===== src/rtl/dac_dbuf_pkg.sv =====
package dac_dbuf_pkg;
    localparam int unsigned NUM_CH   = 8;
    localparam int unsigned CODE_W   = 13;
    localparam int unsigned PAIR_SZ  = 2;
endpackage


===== src/rtl/dac_dbuf_decode.sv =====
module dac_dbuf_decode #(
    parameter int unsigned CH = dac_dbuf_pkg::NUM_CH,
    parameter int unsigned W  = dac_dbuf_pkg::CODE_W,
    localparam int unsigned AW = $clog2(CH)
) (
    input  logic          cs_n,
    input  logic          wr_n,
    input  logic [AW-1:0] addr,
    input  logic [W-1:0]  data,
    input  logic          twos_mode,
    output logic [CH-1:0] wr_hit,
    output logic [W-1:0]  bus_code
);
    logic strobe_on;

    // Both strobes low opens the bus path.
    assign strobe_on = ~cs_n & ~wr_n;

    // Two's complement to offset binary: flip the sign bit.
    assign bus_code = data ^ {twos_mode, {(W-1){1'b0}}};

    for (genvar c = 0; c < CH; c++) begin : g_sel
        assign wr_hit[c] = strobe_on && (addr == AW'(c));
    end
endmodule


===== src/rtl/dac_dbuf_inreg.sv =====
module dac_dbuf_inreg #(
    parameter int unsigned CH = dac_dbuf_pkg::NUM_CH,
    parameter int unsigned W  = dac_dbuf_pkg::CODE_W
) (
    input  logic                  clk,
    input  logic                  rst_n,
    input  logic                  clr_n,
    input  logic [CH-1:0]         wr_hit,
    input  logic [W-1:0]          bus_code,
    output logic [CH-1:0][W-1:0]  in_code
);
    localparam logic [W-1:0] MID = {1'b1, {(W-1){1'b0}}};

    typedef struct packed {
        logic [CH-1:0][W-1:0] code;
    } in_state_t;

    in_state_t st_d, st_q;

    always_comb begin
        st_d = st_q;
        for (int c = 0; c < CH; c++) begin
            if (!clr_n) begin
                st_d.code[c] = MID;
            end else if (wr_hit[c]) begin
                st_d.code[c] = bus_code;
            end
        end
    end

    always_ff @(posedge clk or negedge rst_n) begin
        if (!rst_n) begin
            st_q <= '{code: {CH{MID}}};
        end else begin
            st_q <= st_d;
        end
    end

    assign in_code = st_q.code;
endmodule


===== src/rtl/dac_dbuf_outreg.sv =====
module dac_dbuf_outreg #(
    parameter int unsigned CH   = dac_dbuf_pkg::NUM_CH,
    parameter int unsigned W    = dac_dbuf_pkg::CODE_W,
    parameter int unsigned PSZ  = dac_dbuf_pkg::PAIR_SZ,
    localparam int unsigned NP  = CH / PSZ
) (
    input  logic                  clk,
    input  logic                  rst_n,
    input  logic                  clr_n,
    input  logic [CH-1:0]         wr_hit,
    input  logic [W-1:0]          bus_code,
    input  logic [NP-1:0]         ld_n,
    input  logic [CH-1:0][W-1:0]  in_code,
    output logic [CH*W-1:0]       dac_code,
    output logic                  out_at_ground
);
    localparam logic [W-1:0] MID = {1'b1, {(W-1){1'b0}}};

    typedef struct packed {
        logic [CH-1:0][W-1:0] code;
        logic                 gnd;
    } out_state_t;

    out_state_t      st_d, st_q;
    logic [CH-1:0]   ld_on;
    logic [CH-1:0][W-1:0] src;

    // Each channel's load enable comes from its pair's line; a write to the
    // same channel in the same cycle bypasses the input register.
    for (genvar c = 0; c < CH; c++) begin : g_ch
        assign ld_on[c] = ~ld_n[c / PSZ];
        assign src[c]   = wr_hit[c] ? bus_code : in_code[c];
        assign dac_code[c*W +: W] = st_q.code[c];
    end

    always_comb begin
        st_d     = st_q;
        st_d.gnd = ~clr_n;
        for (int c = 0; c < CH; c++) begin
            if (!clr_n) begin
                st_d.code[c] = MID;
            end else if (ld_on[c]) begin
                st_d.code[c] = src[c];
            end
        end
    end

    always_ff @(posedge clk or negedge rst_n) begin
        if (!rst_n) begin
            st_q <= '{code: {CH{MID}}, gnd: 1'b0};
        end else begin
            st_q <= st_d;
        end
    end

    assign out_at_ground = st_q.gnd;
endmodule


===== src/rtl/dac_dbuf_bank.sv =====
module dac_dbuf_bank #(
    parameter int unsigned CH  = dac_dbuf_pkg::NUM_CH,
    parameter int unsigned W   = dac_dbuf_pkg::CODE_W,
    parameter int unsigned PSZ = dac_dbuf_pkg::PAIR_SZ,
    localparam int unsigned AW = $clog2(CH),
    localparam int unsigned NP = CH / PSZ
) (
    input  logic            clk,
    input  logic            rst_n,
    input  logic            cs_n,
    input  logic            wr_n,
    input  logic [AW-1:0]   addr,
    input  logic [W-1:0]    data,
    input  logic [NP-1:0]   ld_n,
    input  logic            clr_n,
    input  logic            twos_mode,
    output logic [CH*W-1:0] dac_code,
    output logic            out_at_ground
);
    logic [CH-1:0]        wr_hit;
    logic [W-1:0]         bus_code;
    logic [CH-1:0][W-1:0] in_code;

    dac_dbuf_decode #(.CH(CH), .W(W)) u_dec (
        .cs_n      (cs_n),
        .wr_n      (wr_n),
        .addr      (addr),
        .data      (data),
        .twos_mode (twos_mode),
        .wr_hit    (wr_hit),
        .bus_code  (bus_code)
    );

    dac_dbuf_inreg #(.CH(CH), .W(W)) u_in (
        .clk      (clk),
        .rst_n    (rst_n),
        .clr_n    (clr_n),
        .wr_hit   (wr_hit),
        .bus_code (bus_code),
        .in_code  (in_code)
    );

    dac_dbuf_outreg #(.CH(CH), .W(W), .PSZ(PSZ)) u_out (
        .clk           (clk),
        .rst_n         (rst_n),
        .clr_n         (clr_n),
        .wr_hit        (wr_hit),
        .bus_code      (bus_code),
        .ld_n          (ld_n),
        .in_code       (in_code),
        .dac_code      (dac_code),
        .out_at_ground (out_at_ground)
    );
endmodule


===== config.mk =====
export PLATFORM = sky130hd
export DESIGN_NAME = dac_dbuf_bank
export DESIGN_NICKNAME = d
export VERILOG_FILES = /design/src/rtl/dac_dbuf_pkg.sv /design/src/rtl/dac_dbuf_decode.sv /design/src/rtl/dac_dbuf_inreg.sv /design/src/rtl/dac_dbuf_outreg.sv /design/src/rtl/dac_dbuf_bank.sv
export SDC_FILE = /design/constraint.sdc
export NUM_CORES = 1
export LEC_CHECK = 0
export BUFFER_PORTS_ARGS = -buffer_cell sky130_fd_sc_hd__buf_2
export CORE_ASPECT_RATIO = 1.1
export CORE_MARGIN = 1.5
export CORE_UTILIZATION = 46
export CTS_BUF_LIST = sky130_fd_sc_hd__clkbuf_4
export DETAILED_ROUTE_END_ITERATION = 8
export PLACE_DENSITY = 0.78
export SLEW_MARGIN = 40
export SYNTH_ARGS = -nofsm -noshare
export SYNTH_HDL_FRONTEND = slang
export SYNTH_SLANG_ARGS = --single-unit

===== constraint.sdc =====
create_clock -name clk -period 0.9 [get_ports clk]
set_input_delay 0.045 -clock clk [delete_from_list [all_inputs] [get_ports clk]]
set_output_delay 0.045 -clock clk [all_outputs]
set_load 0.03 [all_outputs]

# Word-level counts from Yosys, hierarchy flattened
# Index checks and enable logic that the tools add are counted.
# classes
n_addsub	0
n_lt_le_gt_ge	0
n_shift	0
reduce_logical	9
bitwise	5
eq_ne	11
multipliers	0
n_div	0
n_mux	32
# ops
operator	count
$mux 13	32
$xor 13x13->13	1
$eq 3x3->1 const B	4
$logic_and 1x1->1	8
$ne 2x2->1 const B	4
$eq 3x2->1 const B	2
$eq 3x1->1 const B	1
$logic_not 3->1	1
$not 1->1	3
$and 1x1->1	1
# word_totals
register_bits	209
latchBits	0
in_bits	26
memories	0
rom_bits	0
ram_bits	0
elab_cells	74
out_inout_bits	105

# Logic depth before layout (Yosys ltp)
# depth
ltp_word	6
mapped_depth	5
ltp_nobuf	3

# By module
# From an unflattened synthesis, not the netlist that was laid out.
# unflattened
cells_unflattened	856
area_unflattened_um2	10714.0
# modules_own_cells
mod	cells_each	seq_area_each_um2	area_per_inst_um2	instances
dac_dbuf_outreg	478	2637.5	5828.1	1
dac_dbuf_inreg	352	2612.5	4705.8	1
dac_dbuf_decode	26	0.0	180.2	1

# Least setup slack after synthesis
# OpenSTA, ideal clock, no wires.
# synth_timing
kind	input-to-reg
startpoint	input addr[2]
endpoint	register u_out.st_q (netlist bit u_out.dac_code[4])
path_stages	5
arrival_time_ns	1.004
setup_ns	0.141
path_buffers	2
required_ns	0.759
slack_ns	-0.245
path_cell_list	or3_1 -> clkbuf_1 -> buf_4 -> o21ai_0 -> a31oi_1
# synth_between
elab_chain_len	5
# synth_rtl
item	line	source
start, declared	dac_dbuf_bank.sv:12	input logic [AW-1:0] addr,
$logic_not 3->1	dac_dbuf_decode.sv:23	assign wr_hit[c] = strobe_on && (addr == AW'(c));
$logic_and 1x1->1	dac_dbuf_decode.sv:23	
$mux 13	dac_dbuf_outreg.sv:32	assign src[c] = wr_hit[c] ? bus_code : in_code[c];
$mux 13	dac_dbuf_outreg.sv:42	end else if (ld_on[c]) begin
$mux 13	dac_dbuf_outreg.sv:40	if (!clr_n) begin
end signal, assigned	dac_dbuf_outreg.sv:50	st_q <= '{code: {CH{MID}}, gnd: 1'b0};
end signal, assigned	dac_dbuf_outreg.sv:52	st_q <= st_d;
end, declared	dac_dbuf_outreg.sv:24	out_state_t st_d, st_q;
# No other way between the ends. The select of a mux whose other input is x is not followed.
# A chain may end at the register's enable or synchronous reset.

# Final worst setup path
# layout_timing
startpoint	register u_out.st_q (netlist bit u_out.dac_code[77])
endpoint	output dac_code[77]
# layout_lines
item	line	source
end, declared	dac_dbuf_bank.sv:17	output logic [CH*W-1:0] dac_code,
# No word-level cell between the ends.

==> results.json <==
{
  "io_buffers": 130,
  "cts_buffers": 51,
  "nets": 1055,
  "met2_usage": 0.427,
  "vias": 7953,
  "cts_tree": "built",
  "synth_seq_area_share": 0.615,
  "synth.avg_cell_area_um2": 10.1,
  "cpMaxStageDelayCell": "dfstp_2",
  "core_region_area_mm2": 0.0183,
  "num_io_pins": 131,
  "die_area_mm2": 0.0194,
  "fin_ws_ps": -520,
  "overflow": 0,
  "hold-worst-slack_ps": -166,
  "violations": "hold timing, setup timing",
  "fin_crit_sh": 1.58,
  "avgViaCountPerCell": 6.05,
  "synth_area_mm2": 0.00854,
  "ys_ff_latch": 209,
  "status": "finished, violations left",
  "cts_buffer_depth": 3,
  "synth_ff_type": "dfrtp_1",
  "synthArstFlopShare": 1.00,
  "busiest_layer": "met2",
  "seq_area_mm2": 0.00525,
  "grt_use_met1": 0.388,
  "cts_max_level": 2,
  "hpwl_um": 15700,
  "multi_input_area_mm2": 0.00299,
  "setup_viol": 111,
  "first_pass_iters": 5,
  "routabilityCongestion": 0.800,
  "gr-usage-met3": 0.0529,
  "cap_violations": 0,
  "drive_gt1_frac": 0.320,
  "synth_cells": 843,
  "stdcell_count": 1315,
  "cpPeakStageDelay_ps": 570,
  "crit_fanout": 2,
  "synth_nets": 869,
  "antenna_found_initial": 1,
  "hold_violations": 26,
  "start_util": 0.467,
  "crit_buf_inv": 1,
  "start_kind": "register",
  "fin_worst_skew_ps": 21.4,
  "path_cells": "buf_6",
  "synth_warnings": 0,
  "n_fill_cell": 1375,
  "drv_slew": 0,
  "grt_pass1_wl_um": 42400,
  "power_mw": 21.0,
  "ctsHoldBuffers": 21,
  "crit_required_ps": 850,
  "rsz0062_at_grt": "yes",
  "num_rows": 52,
  "r2r_cells": 2,
  "detailedRoute.firstIterationViolations": 998,
  "wl_um": 26900,
  "drc": 0,
  "crit_type": "register to output port",
  "finalCriticalPeriod_ps": 1420,
  "ys_types": 26,
  "crit_arrival_ps": 1370,
  "area_growth_pct": 38.5,
  "die_h_um": 146,
  "relSlewSlack": 0.751,
  "clk_pin_slew_ps": 70,
  "crit_family": "flip-flops",
  "root_buffer": "clkbuf_4",
  "power_leakage_nw": 5.16,
  "post-place-cells": 1183,
  "p_per_area_mw_per_mm2": 1780,
  "end_kind": "output port",
  "cts_sinks": 209,
  "worst-path-stages": 1,
  "hold_class": "input pin to async pin",
  "ant_nets": 0,
  "grt_use_total": 0.279,
  "synth_edf_count": 0,
  "fmaxAchievable_ghz": 0.704,
  "first_global_vias": 7834,
  "wl_per_cell_um": 20.5,
  "worst_slew_pin_slew_ps": 373,
  "peakVddDrop_v": 0.00105,
  "grt_max_degree": 66,
  "die_w_um": 133,
  "worstSkewPairLatency_ps": 660
}
-- cell usage after synthesis (5+ instances only) --
cell type	number	share of area
dfrtp_1	193	0.57
o21ai_0	149	0.087
a21oi_1	104	0.061
a31oi_1	96	0.070
nand3_1	96	0.056
clkbuf_1	60	0.026
o21ai_1	51	0.030
buf_2	35	0.021
dfstp_2	16	0.049
nand2_1	9	0.0040
nor3_2	5	0.0059
-- logic make-up (layout without fill, tap and decap cells) --
| kind of cell | count (synthesis) | after routing | share of synthesized area |
|---|---|---|---|
| buffers and inverters | 101 | 328 | 0.0500 |
| flip-flops | 209 | 209 | 0.615 |
| XOR/XNOR | 1 | 1 | 0.00191 |
| AND/OR/NAND/NOR | 124 | 124 | 0.0765 |
| AO/OA/AOI/OAI | 408 | 408 | 0.257 |
| other | 0 | 2 | 0 |
-- report_power, final --
group | leakage, nW | switching (mW) | internal, mW
Combinational | 1.96 | 1.88 | 1.20
Clock | 0.399 | 3.79 | 4.20
Sequential | 2.80 | 0.220 | 9.70
Total | 5.16 | 5.89 | 15.1
-- cells in the final DEF, fill, tap and decap left out, types with 2 or more instances in the layout --
master	instances
nand3_1	96
buf_4	39
o311ai_2	2
nand2_1	9
buf_6	107
o21ai_1	93
clkbuf_4	77
a21oi_1	96
dfstp_2	16
dlygate4sd3_1	20
o21ai_0	94
a21oi_2	8
inv_1	4
nor3_1	2
inv_2	2
buf_2	24
nand2b_1	2
o311ai_1	6
diode_2	2
a31oi_1	96
buf_12	36
nor2b_2	2
o21ai_2	13
dfrtp_1	193
clkinv_1	14
nor3_2	6
-- metrics by stage --
stage          TNS [ps]  worst slack [ps]  area, µm²   util
3_5_place_dp     -95920              -596      10100  0.551
6_report         -37310              -520      11800  0.647
2_1_floorplan    -34020              -185       8600      -
5_1_grt          -42830              -557      11800  0.647
4_1_cts          -41620              -562      11700  0.638
3_3_place_gp     -89800              -506      10100  0.551
-- sequential cells by signal (all words and copies together) (netlist names) --
register             cells
u_in.in_code           104
u_out.out_at_ground      1
u_out.dac_code         104
-- cell type report --
| cell class | count | area share |
|---|---|---|
| clock buffers | 77 | 0.0489 |
| well taps | 243 | 0.0257 |
| flip-flops and latches | 209 | 0.444 |
| inverters | 5 | 0.00159 |
| diodes | 2 | 0.000423 |
| multi-input cells | 533 | 0.253 |
| clock inverters | 17 | 0.00772 |
| repair buffers | 229 | 0.219 |
-- per-layer routing --
metal	routed length, µm	vias to the layer above	part of all wire
met5	0	-	0
met4	870	0	0.032
met3	2650	67	0.099
met2	13000	496	0.48
met1	10400	3865	0.39
li1	-	3525	-
-- repair_timing --
action,4_1_cts,5_1_grt
resized for setup,217,21
hold endpoints to repair,418,28
pin swaps,0,3
endpoints found under the setup margin,111,121
setup buffers,5,9
cloned,0,1
-- worst paths after layout --
check,startpoint,end,slack [ps]
max in group asynchronous,rst_n,u_in.in_code[38],500
hold / removal,rst_n,u_in.in_code[95],-170
hold reg to reg,u_in.in_code[52],u_in.in_code[52],540
setup reg to reg,u_in.in_code[77],u_out.dac_code[77],-50
setup / recovery,u_out.dac_code[77],dac_code[77],-520
min in group clk,cs_n,u_out.dac_code[87],-30
Power figures use the tool's default switching activity.
